--- config.mk ---
export PLATFORM = sky130hd
export DESIGN_NAME = flash_erase_ctrl
export DESIGN_NICKNAME = d
export VERILOG_FILES = /design/src/rtl/flash_erase_pkg.sv /design/src/rtl/flash_erase_regs.sv /design/src/rtl/flash_erase_prot.sv /design/src/rtl/flash_erase_seq.sv /design/src/rtl/flash_erase_route.sv /design/src/rtl/flash_erase_ctrl.sv
export SDC_FILE = /design/constraint.sdc
export NUM_CORES = 1
export LEC_CHECK = 0
export BUFFER_PORTS_ARGS = -buffer_cell sky130_fd_sc_hd__buf_2
export CAP_MARGIN = 40
export CORE_ASPECT_RATIO = 0.75
export CORE_UTILIZATION = 42
export CTS_BUF_LIST = sky130_fd_sc_hd__clkbuf_16
export CTS_CLUSTER_DIAMETER = 40
export DETAILED_ROUTE_END_ITERATION = 12
export GPL_ROUTABILITY_DRIVEN = 0
export PLACE_DENSITY = 0.79
export SKIP_CTS_REPAIR_TIMING = 1
export SLEW_MARGIN = 15
export SYNTH_ARGS = -nofsm -noshare
export SYNTH_HDL_FRONTEND = slang
export SYNTH_SLANG_ARGS = --single-unit
--- constraint.sdc ---
create_clock -name clk -period 2.3 [get_ports clk]
set_input_delay 0.115 -clock clk [delete_from_list [all_inputs] [get_ports clk]]
set_output_delay 0.115 -clock clk [all_outputs]
set_load 0.05 [all_outputs]
--- src/rtl/flash_erase_pkg.sv ---
package flash_erase_pkg;
  localparam int REG_AW = 2;
  localparam int REG_DW = 8;
  localparam logic [REG_AW-1:0] A_CTRL = 2'd0;
  localparam logic [REG_AW-1:0] A_PAGE = 2'd1;
  localparam logic [REG_AW-1:0] A_TRIG = 2'd2;
  localparam logic [REG_AW-1:0] A_STAT = 2'd3;

  localparam int CB_PWE  = 0;
  localparam int CB_ARM  = 1;
  localparam int CB_PLO  = 2;
  localparam int CB_PHI  = 3;
  localparam int CB_SEC  = 4;

  localparam int SB_BUSY = 0;
  localparam int SB_VIOL = 1;
  localparam int SB_PRE  = 2;
  localparam int SB_PGV  = 3;

  typedef enum logic [1:0] {SEQ_IDLE, SEQ_REQ, SEQ_WAIT} seq_state_t;

  typedef struct packed {
    logic secure;
    logic prot_hi;
    logic prot_lo;
    logic mass_arm;
    logic prog_wen;
  } ctrl_t;
endpackage

--- src/rtl/flash_erase_regs.sv ---
module flash_erase_regs
  import flash_erase_pkg::*;
#(
  parameter int PAGE_W = 7
) (
  input  logic              clk,
  input  logic              rst_n,
  input  logic              we,
  input  logic [REG_AW-1:0] addr,
  input  logic [REG_DW-1:0] wdata,
  input  logic              consume_mass,
  input  logic              consume_page,
  input  logic              viol_set,
  output ctrl_t             ctrl,
  output logic [PAGE_W-1:0] page,
  output logic              page_valid,
  output logic              viol
);
  logic wr_ctrl, wr_page, wr_stat;
  assign wr_ctrl = we && (addr == A_CTRL);
  assign wr_page = we && (addr == A_PAGE);
  assign wr_stat = we && (addr == A_STAT);

  always_ff @(posedge clk or negedge rst_n) begin
    if (!rst_n) begin
      ctrl <= '0;
    end else begin
      if (consume_mass) ctrl.mass_arm <= 1'b0;
      if (wr_ctrl) begin
        ctrl.prog_wen <= wdata[CB_PWE];
        ctrl.mass_arm <= wdata[CB_ARM];
        ctrl.secure   <= ctrl.secure | wdata[CB_SEC];
        ctrl.prot_lo  <= ctrl.secure ? (ctrl.prot_lo | wdata[CB_PLO]) : wdata[CB_PLO];
        ctrl.prot_hi  <= ctrl.secure ? (ctrl.prot_hi | wdata[CB_PHI]) : wdata[CB_PHI];
      end
    end
  end

  always_ff @(posedge clk or negedge rst_n) begin
    if (!rst_n) begin
      page       <= '0;
      page_valid <= 1'b0;
    end else begin
      if (consume_page) page_valid <= 1'b0;
      if (wr_page) begin
        page       <= wdata[PAGE_W-1:0];
        page_valid <= 1'b1;
      end
    end
  end

  always_ff @(posedge clk or negedge rst_n) begin
    if (!rst_n)                        viol <= 1'b0;
    else if (viol_set)                 viol <= 1'b1;
    else if (wr_stat && wdata[SB_VIOL]) viol <= 1'b0;
  end
endmodule

--- src/rtl/flash_erase_prot.sv ---
module flash_erase_prot #(
  parameter int PAGE_W   = 7,
  parameter int BOOT_KB  = 8,
  parameter int UPPER_KB = 120
) (
  input  logic [PAGE_W-1:0] page,
  input  logic              prot_lo,
  input  logic              prot_hi,
  output logic              hit
);
  localparam int NPAGES = 1 << PAGE_W;
  logic lo_hit, hi_hit;

  generate
    if (BOOT_KB > 0) begin : g_lo
      assign lo_hit = prot_lo && (int'(page) < BOOT_KB);
    end else begin : g_lo_none
      assign lo_hit = 1'b0;
    end
    if (UPPER_KB < NPAGES) begin : g_hi
      assign hi_hit = prot_hi && (int'(page) >= UPPER_KB);
    end else begin : g_hi_none
      assign hi_hit = 1'b0;
    end
  endgenerate

  assign hit = lo_hit | hi_hit;
endmodule

--- src/rtl/flash_erase_seq.sv ---
module flash_erase_seq
  import flash_erase_pkg::*;
#(
  parameter int               PAGE_W    = 7,
  parameter logic [REG_DW-1:0] MASS_CODE = 8'hA5,
  parameter logic [REG_DW-1:0] PAGE_CODE = 8'h5A
) (
  input  logic              clk,
  input  logic              rst_n,
  input  logic              we,
  input  logic [REG_AW-1:0] addr,
  input  logic [REG_DW-1:0] wdata,
  input  logic              mass_arm,
  input  logic              page_valid,
  input  logic [PAGE_W-1:0] page,
  input  logic              prot_hit,
  input  logic              cmd_ready,
  input  logic              flash_done,
  output logic              consume_mass,
  output logic              consume_page,
  output logic              viol_set,
  output logic              cmd_valid,
  output logic              cmd_mass,
  output logic [PAGE_W-1:0] cmd_page,
  output logic              busy
);
  seq_state_t st;
  logic trig, fire_mass, page_try, fire_page;

  assign trig      = we && (addr == A_TRIG) && (st == SEQ_IDLE);
  assign fire_mass = trig && (wdata == MASS_CODE) && mass_arm;
  assign page_try  = trig && (wdata == PAGE_CODE) && page_valid;
  assign fire_page = page_try && !prot_hit;

  assign consume_mass = fire_mass;
  assign consume_page = page_try;
  assign viol_set     = page_try && prot_hit;

  always_ff @(posedge clk or negedge rst_n) begin
    if (!rst_n) begin
      st       <= SEQ_IDLE;
      cmd_mass <= 1'b0;
      cmd_page <= '0;
    end else begin
      unique case (st)
        SEQ_IDLE: begin
          if (fire_mass) begin
            st       <= SEQ_REQ;
            cmd_mass <= 1'b1;
            cmd_page <= '0;
          end else if (fire_page) begin
            st       <= SEQ_REQ;
            cmd_mass <= 1'b0;
            cmd_page <= page;
          end
        end
        SEQ_REQ:  if (cmd_ready)  st <= SEQ_WAIT;
        SEQ_WAIT: if (flash_done) st <= SEQ_IDLE;
        default:  st <= SEQ_IDLE;
      endcase
    end
  end

  assign cmd_valid = (st == SEQ_REQ);
  assign busy      = (st != SEQ_IDLE);
endmodule

--- src/rtl/flash_erase_route.sv ---
module flash_erase_route #(
  parameter int AW = 16,
  parameter int DW = 8
) (
  input  logic          prog_wen,
  input  logic          xw_valid,
  output logic          xw_ready,
  input  logic [AW-1:0] xw_addr,
  input  logic [DW-1:0] xw_data,
  output logic          ram_valid,
  input  logic          ram_ready,
  output logic          pf_valid,
  input  logic          pf_ready,
  output logic [AW-1:0] sink_addr,
  output logic [DW-1:0] sink_data
);
  assign ram_valid = xw_valid && !prog_wen;
  assign pf_valid  = xw_valid &&  prog_wen;
  assign xw_ready  = prog_wen ? pf_ready : ram_ready;
  assign sink_addr = xw_addr;
  assign sink_data = xw_data;
endmodule

--- src/rtl/flash_erase_ctrl.sv ---
module flash_erase_ctrl
  import flash_erase_pkg::*;
#(
  parameter int PAGE_W   = 7,
  parameter int BOOT_KB  = 8,
  parameter int UPPER_KB = 120,
  parameter int XAW      = 16,
  parameter int XDW      = 8
) (
  input  logic              clk,
  input  logic              rst_n,
  input  logic              reg_we,
  input  logic [1:0]        reg_addr,
  input  logic [7:0]        reg_wdata,
  output logic [7:0]        reg_rdata,
  input  logic              preboot_i,
  output logic              cmd_valid,
  input  logic              cmd_ready,
  output logic              cmd_mass,
  output logic [PAGE_W-1:0] cmd_page,
  input  logic              flash_done,
  input  logic              xw_valid,
  output logic              xw_ready,
  input  logic [XAW-1:0]    xw_addr,
  input  logic [XDW-1:0]    xw_data,
  output logic              ram_valid,
  input  logic              ram_ready,
  output logic              pf_valid,
  input  logic              pf_ready,
  output logic [XAW-1:0]    sink_addr,
  output logic [XDW-1:0]    sink_data
);
  ctrl_t             ctrl;
  logic [PAGE_W-1:0] page;
  logic              page_valid, viol, busy, prot_hit;
  logic              consume_mass, consume_page, viol_set;

  flash_erase_regs #(.PAGE_W(PAGE_W)) u_regs (
    .clk(clk), .rst_n(rst_n), .we(reg_we), .addr(reg_addr), .wdata(reg_wdata),
    .consume_mass(consume_mass), .consume_page(consume_page), .viol_set(viol_set),
    .ctrl(ctrl), .page(page), .page_valid(page_valid), .viol(viol)
  );

  flash_erase_prot #(.PAGE_W(PAGE_W), .BOOT_KB(BOOT_KB), .UPPER_KB(UPPER_KB)) u_prot (
    .page(page), .prot_lo(ctrl.prot_lo), .prot_hi(ctrl.prot_hi), .hit(prot_hit)
  );

  flash_erase_seq #(.PAGE_W(PAGE_W)) u_seq (
    .clk(clk), .rst_n(rst_n), .we(reg_we), .addr(reg_addr), .wdata(reg_wdata),
    .mass_arm(ctrl.mass_arm), .page_valid(page_valid), .page(page), .prot_hit(prot_hit),
    .cmd_ready(cmd_ready), .flash_done(flash_done),
    .consume_mass(consume_mass), .consume_page(consume_page), .viol_set(viol_set),
    .cmd_valid(cmd_valid), .cmd_mass(cmd_mass), .cmd_page(cmd_page), .busy(busy)
  );

  flash_erase_route #(.AW(XAW), .DW(XDW)) u_route (
    .prog_wen(ctrl.prog_wen), .xw_valid(xw_valid), .xw_ready(xw_ready),
    .xw_addr(xw_addr), .xw_data(xw_data), .ram_valid(ram_valid), .ram_ready(ram_ready),
    .pf_valid(pf_valid), .pf_ready(pf_ready), .sink_addr(sink_addr), .sink_data(sink_data)
  );

  always_comb begin
    reg_rdata = '0;
    unique case (reg_addr)
      A_CTRL: begin
        reg_rdata[CB_PWE] = ctrl.prog_wen;
        reg_rdata[CB_PLO] = ctrl.prot_lo;
        reg_rdata[CB_PHI] = ctrl.prot_hi;
        reg_rdata[CB_SEC] = ctrl.secure;
      end
      A_PAGE: reg_rdata[PAGE_W-1:0] = page;
      A_STAT: begin
        reg_rdata[SB_BUSY] = busy;
        reg_rdata[SB_VIOL] = viol;
        reg_rdata[SB_PRE]  = preboot_i;
        reg_rdata[SB_PGV]  = page_valid;
      end
      default: reg_rdata = '0;
    endcase
  end
endmodule

### Word-level counts from Yosys, hierarchy flattened

Cells that the tools add are included.

* flip-flop bits (word level): 24
* input bits: 43
* logic and storage cells: 77

* equality and inequality tests: 10
* reductions and logical operators: 27
* muxes and demuxes: 23
* magnitude comparators: 2
* bitwise operators: 4

Operator list (count)
* $logic_and 1x1->1: 16
* $mux 7: 2
* $mux 2: 6
* $pmux 2 s3: 2
* $mux 1: 10
* $reduce_bool 2->1: 5
* $eq 8x7->1 const B: 1
* $eq 8x8->1 const B: 1
* $ge 7x7->1 const B: 1
* $lt 7x4->1 const B: 1
* $eq 2x2->1 const B: 3
* $eq 2x1->1 const B: 2
* $logic_not 2->1: 2
* $or 1x1->1: 4
* $pmux 1 s2: 2
* $ne 3x2->1 const B: 1
* $pmux 1 s3: 1
* $reduce_and 3->1: 1
* $logic_not 1->1: 2
* $ne 2x1->1 const B: 1
* $ne 2x2->1 const B: 1
* $reduce_and 2->1: 1

### Longest topological paths before layout

Gate-level depths: netlist (run 1).

* depth after elaboration: 9
* depth in mapped cells: 6
* depth with buffers taken out: 4

### Modules after synthesis

A second synthesis (run 1) with hierarchy kept.

* cells, all modules: 123
* area, all modules: 1427.6 um^2

Modules (own cells, without submodules)
* flash_erase_regs: area each 535.5 um^2, cells each 34, seq. area each 350.3 um^2, instances 1
* flash_erase_seq: area each 506.7 um^2, cells each 42, seq. area each 250.2 um^2, instances 1
* flash_erase_route: area each 211.5 um^2, cells each 27, seq. area each 0.0 um^2, instances 1
* flash_erase_ctrl: area each 141.4 um^2, cells each 17, seq. area each 0.0 um^2, instances 1
* flash_erase_prot: area each 32.5 um^2, cells each 3, seq. area each 0.0 um^2, instances 1

### Worst setup path before layout (run 1)

OpenSTA, ideal clock, no wires.

* path kind: register to register
* start: register u_seq.st[0]
* end: register u_seq.cmd_page[2]
* data required time: 2.177 ns
* arrival: 1.564 ns
* period minus slack after synthesis: 1.686 ns
* setup time: 0.123 ns
* cell stages (with the launch flop): 6
* setup slack: 0.614 ns
* cells stage by stage: dfrtp_1 or3b_1 or4_1 buf_2 nand2_1 o21ai_1

* cells in the longest elaborated chain, start to end: 7

Ends and longest elaborated chain
* from (decl): line flash_erase_seq.sv:27 `seq_state_t st;`
* from (signal assigned): line flash_erase_seq.sv:41 `st <= SEQ_IDLE;`
* from (signal assigned): line flash_erase_seq.sv:48 `st <= SEQ_REQ;`
* from (signal assigned): line flash_erase_seq.sv:52 `st <= SEQ_REQ;`
* $logic_not 2->1 (*): line flash_erase_seq.sv:30, flash_erase_seq.sv:45
* $logic_and 1x1->1: line flash_erase_seq.sv:30 `assign trig = we && (addr == A_TRIG) && (st == SEQ_IDLE);`
* $logic_and 1x1->1 (2 in a row): line flash_erase_seq.sv:32 `assign page_try = trig && (wdata == PAGE_CODE) && page_valid;`
* $logic_and 1x1->1: line flash_erase_seq.sv:33 `assign fire_page = page_try && !prot_hit;`
* $reduce_bool 2->1 (no source line)
* $reduce_and 2->1 (no source line)
* to (signal assigned): line flash_erase_seq.sv:54 `cmd_page <= page;`
* to (decl): line flash_erase_seq.sv:24 `output logic [PAGE_W-1:0] cmd_page,`

Mark *: on every way between the ends. The rest lies on a longest branch, timed or not.
A chain may end at the register's enable or synchronous reset.

### Worst setup path in the final report (run 1)

* start: register u_seq.st[0]
* end: register u_seq.cmd_page[4]

Same word-level chain as after synthesis.

==> flow_metrics.tcl, run 1 <==
set metrics [dict create \
    synth_edf_count 0 \
    ys_seq_elements 24 \
    setup_violations 0 \
    cp.required_ns 2.43 \
    critPathCaptureType "flip-flop" \
    async_flop_share_pct 100.0 \
    whs_path_depth 2 \
    max-clock-path-buffers 2 \
    cts.sinks 24 \
    synth_top_family_by_area "simple AND/OR/NAND/NOR gates" \
    n_antenna_cell 0 \
    syn_inst 140 \
    drv_slew 0 \
    critPathTopFamily "simple AND/OR/NAND/NOR gates" \
    die_w_um 68.25 \
    vias 1096 \
    drc 0 \
    fin_nets 197 \
    yosys.area.top_type "dfrtp_1" \
    tns_ns 0 \
    gr-usage-all-layers_pct 21.95 \
    grt_max_degree 25 \
    worstHoldEndpoint "u_seq.st[0]$_DFFE_PN0P_" \
    synth_xor_area_share_pct 0 \
    cts_max_level 1 \
    synth_top_area_share_pct 43.44 \
    fmax_ghz 0.5217 \
    synth-compound-area-share_pct 9.412 \
    start_util_pct 45.45 \
    yosys.area_share.simple_pct 20.18 \
    placed_area_um2 1416 \
    syn_area_um2 1383 \
    initialDrtViolationCount 48 \
    fp.coreArea_um2 3042 \
    portBuffers 37 \
    fin_crit_sh_pct 83.34 \
    num_rows 17 \
    die-area_um2 3528 \
    grt_overflow 0 \
    cp-start-kind "flip-flop" \
    status "complete, no violations" \
    wl_mm 3.454 \
    worstMarginPinSlew_ns 0.5349 \
    antenna_found_initial 0 \
    crit_start "u_seq.st[0]$_DFFE_PN0P_" \
    rsz0062_at_grt "false" \
    syn_to_final_growth_pct 8.597 \
    ant_nets 0 \
    cts_buffers 3 \
    yosysWarnings 0 \
    ff2ff_setup_slack_ns 0.38 \
    p_leak_uw 0.0007173 \
    hold_viol 0 \
    first_pass_iters 4 \
    crit_path_top_delay_cell "or4_1" \
    crit_fanout 10 \
    hold_path_class "input pin to flip-flop" \
    r2r_start "u_seq.st[0]$_DFFE_PN0P_" \
    arrival_ns 2.05 \
    path_clk_slew_ns 0.06 \
    ys.flop_type "dfrtp_1" \
    cpPeakStageDelay_ns 0.74 \
    clock_skew_ns 0.002637 \
    place_hpwl_mm 2.663 \
    clk_latency_ns 0.26 \
    synth.avg_cell_area_um2 9.876 \
    final_area_um2 1501 \
    power_density_nw_per_um2 747.8 \
    path_class "flip-flop to flip-flop" \
    synth-adder-area-share_pct 0 \
    relSlewSlack_pct 64.34 \
    cp_num_buf_inv 0 \
    clockRootBuffer "clkbuf_16" \
    maxCapViolations 0 \
    grt_pass1_vias 1060 \
    netlist-cell-type-count 32 \
    grt_pass1_wl_mm 5.451 \
    min_period_ns 1.917 \
    wl_per_cell_um 18.18 \
    die_h_um 51.69 \
    ios 87 \
    ys_seq_area_share_pct 43.44 \
    drive_gt1_share_pct 35.53 \
    crit_chain "or3b_1 -> or4_1 -> nand2_1 -> o21ai_1" \
    r2r_cells 4 \
    ir_worst_vdd_mv 0.5509 \
    r2r-end "u_seq.cmd_page[4]$_DFFE_PN0P_" \
    viasPerCell 5.768 \
    cts_tree "done" \
    synthMuxAreaShare_pct 10.41 \
    worst_hold_startpoint "cmd_ready" \
    syn_nets 183 \
    synth_area_leaders "dfrtp_1 (43%), buf_4 (14%), mux2_2 (9.0%)" \
    n_fill_cell 306 \
]
-- synthesized netlist by cell type (2+ instances only) --
cell / n
buf_4: 25
a22o_1: 4
nor4_1: 2
nor2b_1: 3
mux2_2: 11
nand2b_1: 2
inv_1: 3
dfrtp_1: 24
nor2_1: 4
o21ai_1: 9
o21ai_0: 2
nand4_1: 8
nand4bb_1: 3
clkbuf_1: 3
nand2_1: 15
and2_1: 3
mux2i_1: 2
buf_2: 3
-- final cells by class --
type	count	area [µm²]	share of cell area (%)
sequential	24	600.6	40.00
clock buffer	3	75.07	5.000
timing repair buffer	40	210.2	14.00
inverter	3	11.26	0.7500
multi-input combinational	82	556.8	37.08
tap	38	47.55	3.167
-- registers in the layout, indices dropped and copies added, names as in the netlist --
signal             flops
u_seq.cmd_mass         1
u_seq.st               2
u_regs.page_valid      1
u_regs.ctrl            5
u_seq.cmd_page         7
u_regs.viol            1
u_regs.page            7
-- through the flow --
step	setup slack, ns	total power (µW)	hold WS (ns)	util [%]	instances
after floorplan	0.6137	783.3	-0.1806	-	140
after global placement	0.4761	739.2	0.1180	46.57	186
after detailed placement	0.4040	754.0	0.1308	46.57	186
after CTS	0.3926	1126	-0.1423	49.03	189
after global routing	0.3223	1172	0.07783	49.36	190
final	0.3832	1123	0.07108	49.36	190
-- power by group --
part | internal (µW) | total [µW] | switching [µW]
combinational | 87.2 | 243 | 156
sequential | 463 | 506 | 42.8
clock | 230 | 374 | 143
total | 781 | 1120 | 342
-- metal layers --
layer | wire length [µm] | vias to the layer above | GRT usage, %
li1 | - | 492 | -
met1 | 1338 | 522 | 27.93
met2 | 1713 | 66 | 36.11
met3 | 316 | 16 | 4.825
met4 | 85 | 0 | 8.333
met5 | 0 | - | 0
-- cells in the final DEF, fill, tap and decap left out, drive strengths merged --
cell type     n
o21ai        11
and4          1
or4           1
nand4bb       3
or3           1
nand4         8
buf          39
or4bb         1
nor2b         3
nor4          2
mux2i         2
nand2        15
a21oi         1
or3b          1
conb          1
a22oi         1
o311ai        1
inv           3
a22o          4
o211ai        1
and2          3
nor2          4
mux2         11
and3          1
a21o          1
dfrtp        24
nand3b        1
nand2b        2
clkbuf        3
nand3         1
dlygate4sd3   1
-- worst max path at each step --
stage	end	cells after the start	slack, ns
3_3_place_gp	u_regs.ctrl[1]$_DFFE_PN0P_	4	0.48
5_1_grt	u_seq.cmd_page[1]$_DFFE_PN0P_	4	0.32
4_1_cts	u_seq.cmd_page[4]$_DFFE_PN0P_	4	0.39
3_5_place_dp	u_seq.cmd_page[2]$_DFFE_PN0P_	4	0.40
2_1_floorplan	u_seq.cmd_page[2]$_DFFE_PN0P_	5	0.61
6_report	u_seq.cmd_page[4]$_DFFE_PN0P_	4	0.38
-- kinds of logic (layout without fill, tap and decap cells) --
group                  count (synthesis)  count (layout)
AND/OR/NAND/NOR                       48              48
buffers and inverters                 34              46
flip-flops                            24              24
AO/OA/AOI/OAI                         20              20
multiplexers                          13              13
other                                  1               1
No activity file was read; power rests on OpenSTA's default activity.
==> inputs of run 2 (changes only) <==
==> constraint.sdc (replaced) <==
create_clock -name clk -period 1.8 [get_ports clk]
set_input_delay 0.09 -clock clk [delete_from_list [all_inputs] [get_ports clk]]
set_output_delay 0.09 -clock clk [all_outputs]
set_load 0.05 [all_outputs]
==> run 2 against run 1 <==
Sequential share of layout area decreased by 1.4 points. Critical path depth increased by 1. Sequential cell count unchanged. Worst hold slack got worse by 0.026 ns. Largest power group unchanged. Utilization increased by 1.7 points. Clock power increased by 30%. Non-clock buffer count increased by 5. Combinational power increased by 28%. Via count increased by 0.46%. Global-route usage decreased by 1.3 points. Routed wire length decreased by 2.6%. Clock-buffer cell count unchanged. Critical path type unchanged.
==> flow_metrics.tcl, run 2 (synthesized netlist as in run 1, its figures left out) <==
set metrics [dict create \
    crit_start "u_seq.st[0]$_DFFE_PN0P_" \
    ff2ff_setup_slack_ns 0.07 \
    wl_mm 3.365 \
    multi_input_area_um2 564.3 \
    cts_tree "done" \
    gr-usage-all-layers_pct 20.66 \
    setup_violations 0 \
    cp.required_ns 1.94 \
    start_util_pct 45.45 \
    regArea_um2 600.6 \
    status "complete, no violations" \
    fin_crit_sh_pct 96.22 \
    relSlewSlack_pct 63.44 \
    grt_max_degree 25 \
    min_period_ns 1.732 \
    max-clock-path-buffers 2 \
    wl_per_cell_um 17.17 \
    clk_latency_ns 0.26 \
    syn_to_final_growth_pct 12.40 \
    grt_pass1_vias 1049 \
    ir_worst_vdd_mv 0.3538 \
    num_rows 17 \
    path_clk_slew_ns 0.06 \
    initialDrtViolationCount 32 \
    grt_pass1_wl_mm 5.154 \
    ios 87 \
    rsz0062_at_grt "false" \
    viasPerCell 5.617 \
    worstMarginPinSlew_ns 0.5484 \
    maxCapViolations 0 \
    worst_hold_startpoint "cmd_ready" \
    critPathCaptureType "flip-flop" \
    place_hpwl_mm 2.591 \
    power_density_nw_per_um2 930.2 \
    layout_commonest_cell "buf_2" \
    clock_skew_ns 0.002096 \
    crit_chain "or3b_4 -> or4_4 -> buf_6 -> nand2_1 -> o21ai_1" \
    die_h_um 51.69 \
    crit_fanout 10 \
    n_fill_cell 277 \
    p_leak_uw 0.0007467 \
    ant_nets 0 \
    n_antenna_cell 0 \
    die_w_um 68.25 \
    cts.sinks 24 \
    hold_path_class "input pin to flip-flop" \
    fp.coreArea_um2 3042 \
    arrival_ns 1.87 \
    cts_buffers 3 \
    critPathTopFamily "simple AND/OR/NAND/NOR gates" \
    drive_gt1_share_pct 39.24 \
    crit_path_top_delay_cell "or4_4" \
    pre_cts_ws_ns 0.01552 \
    antenna_found_initial 0 \
    layout_common_cells "buf_2 (37), dfrtp_1 (24), nand2_1 (15)" \
    cts_max_level 1 \
    grt_overflow 0 \
    drc 0 \
    cpPeakStageDelay_ns 0.54 \
    tns_ns 0 \
    first_pass_iters 4 \
    portBuffers 37 \
    hold_viol 0 \
    top_regs "u_regs.page: 7 flops, u_seq.cmd_page: 7 flops, u_regs.ctrl: 5 flops" \
    drv_slew 0 \
    path_class "flip-flop to flip-flop" \
    cp_num_buf_inv 1 \
    fin_nets 202 \
    cp-start-kind "flip-flop" \
    fmax_ghz 0.5774 \
    final.setup.worst_slack_ns 0.06802 \
    clockRootBuffer "clkbuf_16" \
    r2r_start "u_seq.st[0]$_DFFE_PN0P_" \
    die-area_um2 3528 \
    vias 1101 \
    total_power_uw 1446 \
]
-- run 2: layer usage --
metal	vias to the layer above	GRT usage, %	share of wire, %	wire length [µm]
li1	505	-	-	-
met1	527	27.30	44	1470
met2	51	30.23	47	1581
met3	18	6.140	6.5	218
met4	0	10.76	2.8	94
met5	-	0	0	0
-- run 2: power breakdown --
part           leakage (µW)  internal, µW  switching (µW)
Clock             0.0000385           297             191
Combinational      0.000415           115             197
Sequential         0.000293           592            54.0
Total              0.000747          1000             442
-- run 2: worst paths after layout --
kind / to / cells past startpoint
min reg2reg: u_regs.ctrl[4]$_DFFE_PN0P_ / 1
min: u_seq.st[0]$_DFFE_PN0P_ / 2
max: u_seq.cmd_page[4]$_DFFE_PN0P_ / 5
max reg2reg: u_seq.cmd_page[4]$_DFFE_PN0P_ / 5
max in group asynchronous: u_seq.cmd_mass$_DFFE_PN0P_ / 2
min in group asynchronous: u_regs.page[1]$_DFFE_PN0P_ / 2
-- run 2: per-stage QoR --
stage / hold slack [ns] / utilization (%) / cells / instance area (µm²)
CTS: -0.1707 / 50.14 / 194 / 1525
floorplan: -0.2056 / - / 140 / 1383
global placement: 0.08997 / 47.55 / 190 / 1446
detailed placement: 0.1038 / 47.55 / 190 / 1446
finish: 0.04510 / 51.09 / 196 / 1554
global route: 0.05906 / 51.09 / 196 / 1554
-- run 2: final cells by class --
type	instances	area share, %
multi-input combinational	82	36.31
tap	38	3.060
clock inverter	1	0.2415
clock buffer	3	4.831
sequential	24	38.65
inverter	3	0.7246
timing repair buffer	45	16.18
-- run 2: worst reg2reg max path, cell delays in order, from the launching register on --
cell	delay, ns
dfrtp_1	0.38
or3b_4	0.41
or4_4	0.54
buf_6	0.16
nand2_1	0.07
o21ai_1	0.06
==> inputs of run 3 (changes only) <==
--- a/config.mk
+++ b/config.mk
@@ -7,13 +7,15 @@
 export LEC_CHECK = 0
 export BUFFER_PORTS_ARGS = -buffer_cell sky130_fd_sc_hd__buf_2
 export CAP_MARGIN = 40
+export CELL_PAD_IN_SITES_DETAIL_PLACEMENT = 0
+export CELL_PAD_IN_SITES_GLOBAL_PLACEMENT = 2
 export CORE_ASPECT_RATIO = 0.75
-export CORE_UTILIZATION = 42
+export CORE_UTILIZATION = 23
 export CTS_BUF_LIST = sky130_fd_sc_hd__clkbuf_16
 export CTS_CLUSTER_DIAMETER = 40
 export DETAILED_ROUTE_END_ITERATION = 12
 export GPL_ROUTABILITY_DRIVEN = 0
-export PLACE_DENSITY = 0.79
+export PLACE_DENSITY_LB_ADDON = 0.1
 export SKIP_CTS_REPAIR_TIMING = 1
 export SLEW_MARGIN = 15
 export SYNTH_ARGS = -nofsm -noshare
==> run 3 against run 2 <==
Combinational power grew 2%. Critical path type unchanged. Clock power is essentially flat. Register-to-register slack is essentially flat. Maximum frequency grew 0.11%. Clock skew is essentially flat. Setup slack gained 0.0019 ns. Cell area grew 6.2%. Die area grew 79%. Routed wire length grew 11%. Non-clock buffer count grew 5. Utilization shrank 23 points. Largest cell class unchanged. Highest routed layer unchanged. Global-route usage shrank 8.2 points.
==> flow_metrics.tcl, run 3 (synthesized netlist as in run 1, its figures left out) <==
set metrics [dict create \
    status "complete, no violations" \
    wl_per_cell_um 15.55 \
    holdWs_ns 0.05643 \
    worstMarginPinSlew_ns 0.5697 \
    fin_crit_sh_pct 96.12 \
    cp-start-kind "flip-flop" \
    crit_start "u_seq.st[0]$_DFFE_PN0P_" \
    grt_pass1_vias 1114 \
    path_class "flip-flop to flip-flop" \
    cts_buffers 3 \
    cts_max_level 1 \
    ant_nets 0 \
    r2r-end "u_seq.cmd_page[5]$_DFFE_PN0P_" \
    multi_input_area_um2 569.3 \
    antenna_found_initial 0 \
    n_antenna_cell 0 \
    cts.sinks 24 \
    r2r_cells 5 \
    fin_cells 241 \
    crit_fanout 5 \
    drv_slew 0 \
    top_regs "u_regs.page: 7 flops, u_seq.cmd_page: 7 flops, u_regs.ctrl: 5 flops" \
    syn_to_final_growth_pct 19.37 \
    n_fill_cell 633 \
    drive_gt1_share_pct 41.10 \
    maxCapViolations 0 \
    clock_skew_ns 0.001973 \
    dp_cells 234 \
    gr-usage-all-layers_pct 12.41 \
    max-clock-path-buffers 2 \
    portBuffers 37 \
    grt_max_degree 25 \
    clk_latency_ns 0.26 \
    worstHoldEndpoint "u_seq.st[0]$_DFFE_PN0P_" \
    ios 87 \
    die-area_um2 6329 \
    arrival_ns 1.88 \
    min_period_ns 1.730 \
    die_w_um 91.53 \
    fmax_ghz 0.5780 \
    die_h_um 69.15 \
    setup_violations 0 \
    cts_tree "done" \
    wl_mm 3.748 \
    regArea_um2 600.6 \
    path_clk_slew_ns 0.06 \
    hold_viol 0 \
    worst_hold_startpoint "cmd_ready" \
    vias 1095 \
    fin_nets 207 \
    tns_ns 0 \
    layout_commonest_cell "buf_2" \
    first_pass_iters 4 \
    initialDrtViolationCount 46 \
    relSlewSlack_pct 62.02 \
    layout_common_cells "buf_2 (37), dfrtp_1 (24), nand2_1 (15)" \
    grt_pass1_wl_mm 6.065 \
    fp.coreArea_um2 5796 \
    grt_overflow 0 \
    utilization_pct 28.48 \
    critPathCaptureType "flip-flop" \
    place_hpwl_mm 2.801 \
    ff2ff_setup_slack_ns 0.07 \
    p_leak_uw 0.0007732 \
    clockRootBuffer "clkbuf_16" \
    num_rows 24 \
    ir_worst_vdd_mv 0.3805 \
    drc 0 \
    hold_path_class "input pin to flip-flop" \
    start_util_pct 23.86 \
    cp.required_ns 1.95 \
    power_density_nw_per_um2 879.9 \
    whs_path_depth 2 \
    viasPerCell 4.544 \
    rsz0062_at_grt "false" \
    r2r_start "u_seq.st[0]$_DFFE_PN0P_" \
]
-- run 3: changes by cell type in the layout (fill, tap and decap cells not counted), sizes merged --
| cell | change |
|---|---|
| buf | +5 |
-- run 3: per-stage QoR --
stage / power (µW) / setup slack (ns) / area (µm²)
CTS: 1473 / 0.01358 / 1605
detailed placement: 972.6 / 0.03147 / 1526
finish: 1452 / 0.06987 / 1650
global placement: 969.8 / 0.08560 / 1526
global route: 1528 / 0.006149 / 1650
floorplan: 1001 / 0.1137 / 1383
-- run 3: metal layers --
metal  share of wire [%]  global-route usage, %
met1                  52                  17.65
met2                  42                  18.13
met3                 5.1                  3.753
met4                 1.1                  3.351
met5                   0                      0
-- run 3: layout make-up --
cell class	instances	share of cell area (%)
clock buffer	3	4.549
clock inverter	1	0.2274
inverter	3	0.6823
multi-input combinational	82	34.50
sequential	24	36.39
tap	78	5.914
timing repair buffer	50	17.74
-- run 3: worst max-delay path: stages (launching register included) --
cell and delay [ns]:
dfrtp_1 0.38, or3b_4 0.42, or4_4 0.55, buf_6 0.15, nand2_1 0.07, o21ai_1 0.06
-- run 3: worst max-delay path by stage --
| stage | depth (start not counted) | to |
|---|---|---|
| after floorplan | 5 | u_seq.cmd_page[2]$_DFFE_PN0P_ |
| after global placement | 5 | u_seq.cmd_page[2]$_DFFE_PN0P_ |
| after detailed placement | 5 | u_seq.cmd_page[2]$_DFFE_PN0P_ |
| after CTS | 5 | u_seq.cmd_page[5]$_DFFE_PN0P_ |
| after global routing | 5 | u_seq.cmd_page[1]$_DFFE_PN0P_ |
| final | 5 | u_seq.cmd_page[5]$_DFFE_PN0P_ |
-- run 3: power by group --
part / internal [µW] / switching (µW) / total [µW]
registers: 592 / 55.1 / 647
logic: 116 / 201 / 317
clock network: 297 / 191 / 488
total: 1010 / 447 / 1450
